<file path="src/rtl/bootmap_pkg.sv">
package bootmap_pkg;

  localparam int unsigned ADDR_W = 32;
  localparam int unsigned DATA_W = 32;

  localparam logic [ADDR_W-1:0] FLASH_BASE_D  = 32'h0008_0000;
  localparam int unsigned       FLASH_LOG2_D  = 16;
  localparam logic [ADDR_W-1:0] SRAM_BASE_D   = 32'h0001_0000;
  localparam int unsigned       SRAM_LOG2_D   = 13;
  localparam logic [ADDR_W-1:0] MIRROR_BASE_D = 32'h0000_0000;
  localparam int unsigned       MIRROR_LOG2_D = 16;

  typedef enum logic [1:0] {
    RGN_NONE  = 2'd0,
    RGN_FLASH = 2'd1,
    RGN_SRAM  = 2'd2
  } region_e;

  // true when addr falls into the naturally aligned window [base, base + 2**lg)
  function automatic logic in_window(input logic [ADDR_W-1:0] addr,
                                     input logic [ADDR_W-1:0] base,
                                     input int unsigned lg);
    return (addr >> lg) == (base >> lg);
  endfunction

  // low lg bits of addr, everything above cleared
  function automatic logic [ADDR_W-1:0] low_bits(input logic [ADDR_W-1:0] addr,
                                                 input int unsigned lg);
    logic [ADDR_W-1:0] mask;
    mask = (ADDR_W'(1) << lg) - ADDR_W'(1);
    return addr & mask;
  endfunction

endpackage

</file>
<file path="src/rtl/remap_ctrl_reg.sv">
module remap_ctrl_reg
  import bootmap_pkg::*;
#(
  parameter int unsigned DW = DATA_W
) (
  input  logic          clk,
  input  logic          rst_n,
  input  logic          sel,
  input  logic          we,
  input  logic [DW-1:0] wdata,
  output logic [DW-1:0] rdata,
  output logic          remap_o
);

  logic remap_q;
  logic wr_fire;
  logic unused_wdata_hi;

  assign wr_fire         = sel & we;
  assign unused_wdata_hi = ^wdata[DW-1:1];

  always_ff @(posedge clk or negedge rst_n) begin
    if (!rst_n) begin
      remap_q <= 1'b0;
    end else if (wr_fire) begin
      remap_q <= wdata[0];
    end
  end

  always_comb begin
    rdata = '0;
    if (sel) begin
      rdata[0] = remap_q;
    end
  end

  assign remap_o = remap_q;

endmodule

</file>
<file path="src/rtl/region_match.sv">
module region_match
  import bootmap_pkg::*;
#(
  parameter logic [ADDR_W-1:0] BASE      = '0,
  parameter int unsigned       SIZE_LOG2 = 16,
  parameter int unsigned       OFF_W     = 16
) (
  input  logic [ADDR_W-1:0] addr,
  output logic              hit,
  output logic [OFF_W-1:0]  off
);

  logic [ADDR_W-1:0] off_full;

  assign hit      = in_window(addr, BASE, SIZE_LOG2);
  assign off_full = low_bits(addr, SIZE_LOG2);
  assign off      = off_full[OFF_W-1:0];

endmodule

</file>
<file path="src/rtl/region_decode.sv">
module region_decode
  import bootmap_pkg::*;
#(
  parameter logic [ADDR_W-1:0] FLASH_BASE  = FLASH_BASE_D,
  parameter int unsigned       FLASH_LOG2  = FLASH_LOG2_D,
  parameter logic [ADDR_W-1:0] SRAM_BASE   = SRAM_BASE_D,
  parameter int unsigned       SRAM_LOG2   = SRAM_LOG2_D,
  parameter logic [ADDR_W-1:0] MIRROR_BASE = MIRROR_BASE_D,
  parameter int unsigned       MIRROR_LOG2 = MIRROR_LOG2_D,
  parameter int unsigned       OFF_W       = 16
) (
  input  logic [ADDR_W-1:0] addr,
  input  logic              remap,
  output region_e           region,
  output logic              mirror_hit,
  output logic [OFF_W-1:0]  off
);

  localparam int unsigned NRGN = 3;
  localparam int unsigned IDX_FLASH  = 0;
  localparam int unsigned IDX_SRAM   = 1;
  localparam int unsigned IDX_MIRROR = 2;
  localparam logic [ADDR_W-1:0] BASES [NRGN] = '{FLASH_BASE, SRAM_BASE, MIRROR_BASE};
  localparam int unsigned       LOGS  [NRGN] = '{FLASH_LOG2, SRAM_LOG2, MIRROR_LOG2};
  localparam logic [OFF_W-1:0] FLASH_MASK = OFF_W'((ADDR_W'(1) << FLASH_LOG2) - 1);
  localparam logic [OFF_W-1:0] SRAM_MASK  = OFF_W'((ADDR_W'(1) << SRAM_LOG2) - 1);

  logic [NRGN-1:0] hits;
  logic [OFF_W-1:0] offs [NRGN];

  for (genvar g = 0; g < NRGN; g++) begin : g_match
    region_match #(
      .BASE     (BASES[g]),
      .SIZE_LOG2(LOGS[g]),
      .OFF_W    (OFF_W)
    ) u_match (
      .addr(addr),
      .hit (hits[g]),
      .off (offs[g])
    );
  end

  assign mirror_hit = hits[IDX_MIRROR];

  always_comb begin
    region = RGN_NONE;
    off    = '0;
    if (hits[IDX_FLASH]) begin
      region = RGN_FLASH;
      off    = offs[IDX_FLASH];
    end else if (hits[IDX_SRAM]) begin
      region = RGN_SRAM;
      off    = offs[IDX_SRAM];
    end else if (hits[IDX_MIRROR]) begin
      if (remap) begin
        region = RGN_SRAM;
        off    = offs[IDX_MIRROR] & SRAM_MASK;
      end else begin
        region = RGN_FLASH;
        off    = offs[IDX_MIRROR] & FLASH_MASK;
      end
    end
  end

endmodule

</file>
<file path="src/rtl/boot_remap_decoder.sv">
module boot_remap_decoder
  import bootmap_pkg::*;
#(
  parameter logic [ADDR_W-1:0] FLASH_BASE  = FLASH_BASE_D,
  parameter int unsigned       FLASH_LOG2  = FLASH_LOG2_D,
  parameter logic [ADDR_W-1:0] SRAM_BASE   = SRAM_BASE_D,
  parameter int unsigned       SRAM_LOG2   = SRAM_LOG2_D,
  parameter logic [ADDR_W-1:0] MIRROR_BASE = MIRROR_BASE_D,
  parameter int unsigned       MIRROR_LOG2 = MIRROR_LOG2_D,
  localparam int unsigned      OFF_W = (FLASH_LOG2 > SRAM_LOG2) ? FLASH_LOG2 : SRAM_LOG2
) (
  input  logic              clk,
  input  logic              rst_n,
  input  logic              cfg_sel,
  input  logic              cfg_we,
  input  logic [DATA_W-1:0] cfg_wdata,
  output logic [DATA_W-1:0] cfg_rdata,
  input  logic [ADDR_W-1:0] bus_addr,
  output logic              sel_flash,
  output logic              sel_sram,
  output logic              sel_none,
  output logic [OFF_W-1:0]  mem_offset
);

  logic    remap_bit;
  logic    mirror_hit;
  region_e region;

  remap_ctrl_reg #(.DW(DATA_W)) u_reg (
    .clk    (clk),
    .rst_n  (rst_n),
    .sel    (cfg_sel),
    .we     (cfg_we),
    .wdata  (cfg_wdata),
    .rdata  (cfg_rdata),
    .remap_o(remap_bit)
  );

  region_decode #(
    .FLASH_BASE (FLASH_BASE),
    .FLASH_LOG2 (FLASH_LOG2),
    .SRAM_BASE  (SRAM_BASE),
    .SRAM_LOG2  (SRAM_LOG2),
    .MIRROR_BASE(MIRROR_BASE),
    .MIRROR_LOG2(MIRROR_LOG2),
    .OFF_W      (OFF_W)
  ) u_dec (
    .addr      (bus_addr),
    .remap     (remap_bit),
    .region    (region),
    .mirror_hit(mirror_hit),
    .off       (mem_offset)
  );

  assign sel_flash = (region == RGN_FLASH);
  assign sel_sram  = (region == RGN_SRAM);
  assign sel_none  = (region == RGN_NONE);

endmodule

</file>
<file path="config.mk">
export PLATFORM = sky130hd
export DESIGN_NAME = boot_remap_decoder
export DESIGN_NICKNAME = d
export VERILOG_FILES = /design/src/rtl/bootmap_pkg.sv /design/src/rtl/remap_ctrl_reg.sv /design/src/rtl/region_match.sv /design/src/rtl/region_decode.sv /design/src/rtl/boot_remap_decoder.sv
export SDC_FILE = /design/constraint.sdc
export NUM_CORES = 1
export LEC_CHECK = 0
export BUFFER_PORTS_ARGS = -buffer_cell sky130_fd_sc_hd__buf_4
export CAP_MARGIN = 20
export CELL_PAD_IN_SITES_DETAIL_PLACEMENT = 0
export CELL_PAD_IN_SITES_GLOBAL_PLACEMENT = 1
export CORE_AREA = 2 2 57 100
export CTS_CLUSTER_DIAMETER = 120
export DETAILED_ROUTE_END_ITERATION = 16
export DIE_AREA = 0 0 59 102
export PLACE_DENSITY_LB_ADDON = 0.2
export SYNTH_ARGS = -nofsm -noshare
export SYNTH_HDL_FRONTEND = slang
export SYNTH_HIERARCHICAL = 1
export SYNTH_SLANG_ARGS = --single-unit
</file>
<file path="constraint.sdc">
create_clock -name clk -period 4.7 [get_ports clk]
set_clock_uncertainty 0.15 [all_clocks]
set_input_delay 0.235 -clock clk [delete_from_list [all_inputs] [get_ports clk]]
set_output_delay 0.235 -clock clk [all_outputs]
set_load 0.01 [all_outputs]
</file>
# Word-level counts from Yosys, hierarchy flattened
# Index checks and enable logic that the tools add are counted.
# totals
latchBits,0
n_memories,0
ff_bits,1
output_inout_bits,51
input_bits,68
romBits,0
wordCells,17
mem_bits_rw,0
# op_classes
n_mul,0
eq_ne,4
mux,9
magnitude_cmp,0
shift,0
div_mod_pow,0
bitwise_logic,1
n_reduce_logical,2
addsub,0
# op_table
cell,n
16-bit two-way mux,4
32-bit zero test,1
"19-bit by 4-bit == test with 1-bit output, second input constant",1
"16-bit by 4-bit == test with 1-bit output, second input constant",1
2-bit two-way mux,4
"2-bit by 1-bit == test with 1-bit output, second input constant",1
"2-bit == test, second input constant",1
2-bit zero test,1
1-bit bitwise AND,1
1-bit two-way mux,1

# Logic depth before layout (Yosys ltp)
# Gate-level depths: netlist (run 1).
# logic_depth
depth_word,5
depth_mapped,7
mapped_depth_nobuf,6

# Modules after synthesis
# The synthesis (run 1) kept the hierarchy.
# by_module_without_submodules
module,area_per_inst_um2,seq_area_each_um2,cells_per_inst,instances
region_decode,452.9,0.0,77,1
remap_ctrl_reg,287.8,25.0,36,1
region_match at u_dec.g_match[1].u_match,195.2,0.0,23,1
region_match at u_dec.g_match[0].u_match,156.4,0.0,21,1
region_match at u_dec.g_match[2].u_match,153.9,0.0,21,1
boot_remap_decoder,18.8,0.0,3,1

# Worst setup path after synthesis (run 1)
# OpenSTA, ideal clock, no wires.
# synth_timing
kind,input port to output port
startpoint,input bus_addr[21]
endpoint,output sel_flash
n_path_buf,1
path_slack_ns,2.711
path_stages,7
arrival_ns,1.604
required_ns,4.315
cell_sequence,nor4b_2 > nand4_1 > nor4_2 > clkbuf_1 > nor2_1 > a21o_1 > and2b_2
# synth_via
elab_cells_between_ends,7
classes_between,eq/ne: 3; mux: 3; reduce/logical: 1
# synth_rtl
item,line,source
"start, declared",boot_remap_decoder.sv:18,"input logic [ADDR_W-1:0] bus_addr,"
19-bit by 4-bit == test with 1-bit output,bootmap_pkg.sv:23,return (addr >> lg) == (base >> lg);
named net u_dec.hits[1],region_decode.sv:28,logic [NRGN-1:0] hits;
2-bit two-way mux,region_decode.sv:51,end else if (hits[IDX_SRAM]) begin
2-bit two-way mux,region_decode.sv:48,if (hits[IDX_FLASH]) begin
named net region[0],boot_remap_decoder.sv:27,region_e region;
2-bit by 1-bit == test with 1-bit output,boot_remap_decoder.sv:55,assign sel_flash = (region == RGN_FLASH);
"end, declared",boot_remap_decoder.sv:19,"output logic sel_flash,"
# The timed path passes the listed nets, and every way through them passes these cells.

# Worst setup path in the final report (run 1)
# Ends and elaborated chain as after synthesis.

==> reports/summary.txt, run 1 <==
first-pass GRT wire length - 3.960 mm
final setup vio count - 0
Post-DP Area - 0.001274 mm^2
Worst-Margin Slew - 0.6987 ns
DRT Pass-1 Iters - 4
gr usage total - 8.085%
relative slew slack - 53.07%
fin nets - 255
total power - 0.06609 mW
Post-CTS Resized - 0
setup_tns - 0 ns
commonest non-fill, non-tap cell in the layout - buf_4
n_diodes - 0
Syn-to-layout area delta - 1.484%
Hold Crit Class - input port to flop
Max Cap Viol - 0
max reg flops - 1
area taken by multi-input logic gates - 733.2 um^2
RSZ-0062 raised after global routing - false
die area - 0.006018 mm^2
clk slew on worst S/H paths - 0 ns
Slew Viols, Final - 0
initial antenna violation count - 0
DRC - 0
FILL cells - 594
Mapped Cells - 181
die width - 59 um
Routed Antenna Nets - 0
overall die height - 102 um
vias per cell - 4.246
global route overflow - 0
# IOs - 119
Cell Area, Synth - 0.001265 mm^2
Avg Inst Size Synth - 6.989 um^2
CP Capture Type - output pin
maximum vdd drop - 0.02591 mV
placed wire-length estimate - 2.113 mm
WS Path Type - input port to output pin
Post-Route WL - 2.646 mm
period utilization - 58.54%
Max Fclk - 0.3635 GHz
post-synth cell types - 23
core area - 0.005167 mm^2
Arrival @ worst endpoint - 2.37 ns
Pwr Density - 51.48 mW/mm^2
Worst Setup Start Kind - input port
Worst EP required - 4.32 ns
GP Congestion - 0.6509
Post-Layout Inst Area - 0.001284 mm^2
vias in the first global route - 849
Worst Path Max Fanout - 18
Skew-Pair Late Insertion Delay - 0 ns
fraction of layout cells with a size suffix above 1 - 37.84%
min cycle time layout - 2.751 ns
WL per Instance - 11.03 um
largest net degree at the start of global routing - 36
Final Hold Fails - 0
register area - 25.02 um^2
status - finished clean
row cnt - 35
sequential area share after synthesis - 1.978%
Initial Util - 24.48%
Initial DRC Count - 55
most frequent cells in the layout - buf_4 (58), conb_1 (34), a21oi_1 (27)
IO buf count - 56
DR vias - 1019
#FFs+latches synth - 1
leakage power - 0.5905 nW
synth warn - 6
-- critical path: stages --
cell and delay, ns:
buf_4 0.12, nor4b_2 0.31, nand4_1 0.21, nor4_4 0.57, buf_4 0.33, a21oi_1 0.06
nor2_1 0.16, and2b_2 0.23, buf_4 0.14
-- path summary, 6_finish.rpt --
| path | start | end | slack (ns) | cells after the start |
|---|---|---|---|---|
| max in group asynchronous | rst_n | u_reg/remap_o$_DFFE_PN0P_ | 3.91 | 2 |
| setup reg to reg | u_reg/remap_o$_DFFE_PN0P_ | u_reg/remap_o$_DFFE_PN0P_ | 3.75 | 1 |
| hold / removal | cfg_wdata[0] | u_reg/remap_o$_DFFE_PN0P_ | 0.32 | 2 |
| hold reg to reg | u_reg/remap_o$_DFFE_PN0P_ | u_reg/remap_o$_DFFE_PN0P_ | 0.46 | 1 |
| setup / recovery | bus_addr[21] | sel_flash | 1.95 | 9 |
| min in group asynchronous | rst_n | u_reg/remap_o$_DFFE_PN0P_ | 0.41 | 2 |
-- layout make-up --
class,instances,share of cell area (%)
Inverter,3,0.8772
Multi-Input combinational cell,122,57.12
Sequential cell,1,1.949
Tap cell,55,5.361
Timing Repair Buffer,59,34.70
-- cell usage after synthesis (all sizes together) --
cell,n,area share [%]
a21o,1,0.59
a21oi,27,11
and2,1,0.59
and2b,1,0.69
and4,2,1.4
buf,80,47
clkbuf,7,2.1
conb,2,0.59
dfrtp,1,2.0
inv,3,0.89
mux2,1,1.2
nand2,7,2.1
nand3b,13,7.7
nand4,1,0.49
nor2,3,0.89
nor2b,14,6.9
nor4,11,7.4
nor4b,2,1.9
o221ai,3,3.6
or4b,1,1.1
-- repair_timing --
item / 4_1_cts / 5_1_grt
setup buffers: 0 / 0
hold endpoints to repair: 1 / 0
hold buffers: 1 / 0
-- stage by stage --
stage          instances  util [%]  setup slack, ns  hold WS (ns)
6_report             240     24.84            1.949        0.3192
5_1_grt              240     24.84            1.781        0.3312
4_1_cts              240     24.84            1.987        0.3206
3_5_place_dp         239     24.65            1.984       -0.1388
3_3_place_gp         239     24.65            1.981       -0.1402
2_1_floorplan        213         -            2.711       -0.2106
-- cell families (layout without fill, tap and decap cells) --
| kind of cell | Yosys count | count (layout) | synth area share, % |
|---|---|---|---|
| buffers and inverters | 90 | 62 | 50.25 |
| AND/OR/NAND/NOR | 56 | 56 | 31.16 |
| AO/OA/AOI/OAI | 31 | 31 | 14.84 |
| other | 2 | 34 | 0.5937 |
| multiplexers | 1 | 1 | 1.187 |
| flip-flops | 1 | 1 | 1.978 |
-- per-layer routing --
layer / up-vias / wire (um) / track usage, % / part of all wire [%]
li1: 511 / - / - / -
met4: 0 / 0 / 0 / 0
met1: 451 / 937 / 8.904 / 35
met2: 57 / 1508 / 17.26 / 57
met3: 0 / 201 / 0.1266 / 7.6
met5: - / 0 / 0 / 0
-- where the power goes --
| group | internal, mW | switching (mW) |
|---|---|---|
| logic | 0.0259 | 0.0283 |
| clock network | 0 | 0 |
| registers | 0.0101 | 0.00189 |
| total | 0.0359 | 0.0302 |
Power figures use the tool's default switching activity.
==> run 2: changes to the inputs <==
--- a/config.mk
+++ b/config.mk
@@ -9,10 +9,10 @@
 export CAP_MARGIN = 20
 export CELL_PAD_IN_SITES_DETAIL_PLACEMENT = 0
 export CELL_PAD_IN_SITES_GLOBAL_PLACEMENT = 1
-export CORE_AREA = 2 2 57 100
+export CORE_AREA = 2 2 60 104
 export CTS_CLUSTER_DIAMETER = 120
 export DETAILED_ROUTE_END_ITERATION = 16
-export DIE_AREA = 0 0 59 102
+export DIE_AREA = 0 0 62 106
 export PLACE_DENSITY_LB_ADDON = 0.2
 export SYNTH_ARGS = -nofsm -noshare
 export SYNTH_HDL_FRONTEND = slang
==> constraint.sdc (replaced) <==
create_clock -name clk -period 2.85 [get_ports clk]
set_clock_uncertainty 0.15 [all_clocks]
set_input_delay 0.1425 -clock clk [delete_from_list [all_inputs] [get_ports clk]]
set_output_delay 0.1425 -clock clk [all_outputs]
set_load 0.01 [all_outputs]
==> reports/summary.txt, run 2 (synthesized netlist as in run 1, its figures left out) <==
status - finished clean
leakage power - 0.6015 nW
Post-Route WL - 2.769 mm
global route overflow - 0
Layout Utilization - 22.94%
first-pass GRT wire length - 3.995 mm
# IOs - 119
fin nets - 257
maximum vdd drop - 0.03330 mV
min cycle time layout - 2.299 ns
IO buf count - 56
Slew Viols, Final - 0
RSZ-0062 raised after global routing - false
Routed Antenna Nets - 0
WS Path Type - input port to output pin
FF-to-FF End - u_reg/remap_o$_DFFE_PN0P_
n_diodes - 0
Initial DRC Count - 28
period utilization - 80.68%
hold depth - 2
CP peak stage delay - 0.46 ns
Post-CTS Resized - 0
CP most frequent cell - buf_4
Final Hold Fails - 0
Cell Chain, Critical Path - buf_4, nor4_2, nand4_1, nor4_4, buf_4, a21oi_1, a21oi_1, buf_4
WHS Endpoint - u_reg/remap_o$_DFFE_PN0P_
initial antenna violation count - 0
R2R depth - 1
Worst Setup Start Kind - input port
total setup buffers inserted after CTS - 0
DRT Pass-1 Iters - 4
placed wire-length estimate - 2.361 mm
vias in the first global route - 877
r2r startpoint - u_reg/remap_o$_DFFE_PN0P_
Hold Crit Class - input port to flop
relative slew slack - 62.25%
Skew-Pair Late Insertion Delay - 0 ns
die width - 62 um
die area - 0.006572 mm^2
DR vias - 1040
DRC - 0
fraction of layout cells with a size suffix above 1 - 38.50%
max reg flops - 1
gr usage total - 7.723%
row cnt - 37
Max Fclk - 0.4349 GHz
core area - 0.005787 mm^2
final setup vio count - 0
clk slew on worst S/H paths - 0 ns
WL per Instance - 10.45 um
Worst-Margin Slew - 0.5620 ns
overall die height - 106 um
CP Capture Type - output pin
Worst Hold Launch - cfg_wdata[0]
GP Congestion - 0.6489
FILL cells - 658
FF-to-FF setup slack - 1.88 ns
slowest stage cell, crit path - nor4_4
Syn-to-layout area delta - 4.945%
Worst EP required - 2.56 ns
Max Cap Viol - 0
largest net degree at the start of global routing - 24
Initial Util - 21.86%
Worst Path Max Fanout - 23
vias per cell - 3.925
setup_tns - 0 ns
Pwr Density - 82.23 mW/mm^2
most frequent cells in the layout - buf_4 (60), conb_1 (34), a21oi_1 (27)
commonest non-fill, non-tap cell in the layout - buf_4
Arrival @ worst endpoint - 2.01 ns
## run 2: repair_timing
item                                    in CTS  in global routing
endpoints found under the setup margin       0                  0
hold buffers                                 1                  0
endpoints found under the hold margin        1                  0
## run 2: layout make-up
class	count	area [um^2]	share of cell area [%]
inverter	3	11.26	0.8483
multi-input combinational	122	733.2	55.23
sequential	1	25.02	1.885
tap	78	97.59	7.352
timing repair buffer	61	460.4	34.68
## run 2: metrics by stage
stage	hold WS [ns]	power [mW]	instance area, um^2	std cells	worst slack, ns
detailed placement	-0.2309	0.1083	1318	264	0.4622
global placement	-0.2326	0.1084	1318	264	0.4336
global route	0.2363	0.1190	1328	265	0.2924
CTS	0.2300	0.1095	1328	265	0.4614
finish	0.2282	0.1092	1328	265	0.5505
floorplan	-0.3031	0.1275	1385	213	1.046
## run 2: power by group
group	leakage (nW)	total, mW	switching (mW)	internal [mW]
clock	0	0	0	0
combinational	0.590	0.0891	0.0464	0.0427
sequential	0.0117	0.0201	0.00349	0.0166
## run 2: worst max-delay path by stage
stage / slack, ns / end / cells after the start / start
final: 0.55 / mem_offset[1] / 8 / bus_addr[25]
after global routing: 0.29 / mem_offset[1] / 8 / bus_addr[25]
after CTS: 0.46 / mem_offset[1] / 8 / bus_addr[25]
after detailed placement: 0.46 / mem_offset[1] / 8 / bus_addr[25]
after global placement: 0.43 / mem_offset[1] / 8 / bus_addr[25]
after floorplan: 1.05 / sel_flash / 7 / bus_addr[21]
## run 2: worst max-delay path, delay by kind of cell
family	cells	cell delay, ns
simple gates	3	0.98
buf+inv	3	0.60
compound gates	2	0.27
## run 2: metal layers
layer	part of all wire [%]	vias up	GRT usage [%]
met5	0	-	0
met4	0	0	0
met3	9.2	0	0.7299
met2	59	58	16.74
met1	32	463	7.369
li1	-	519	-
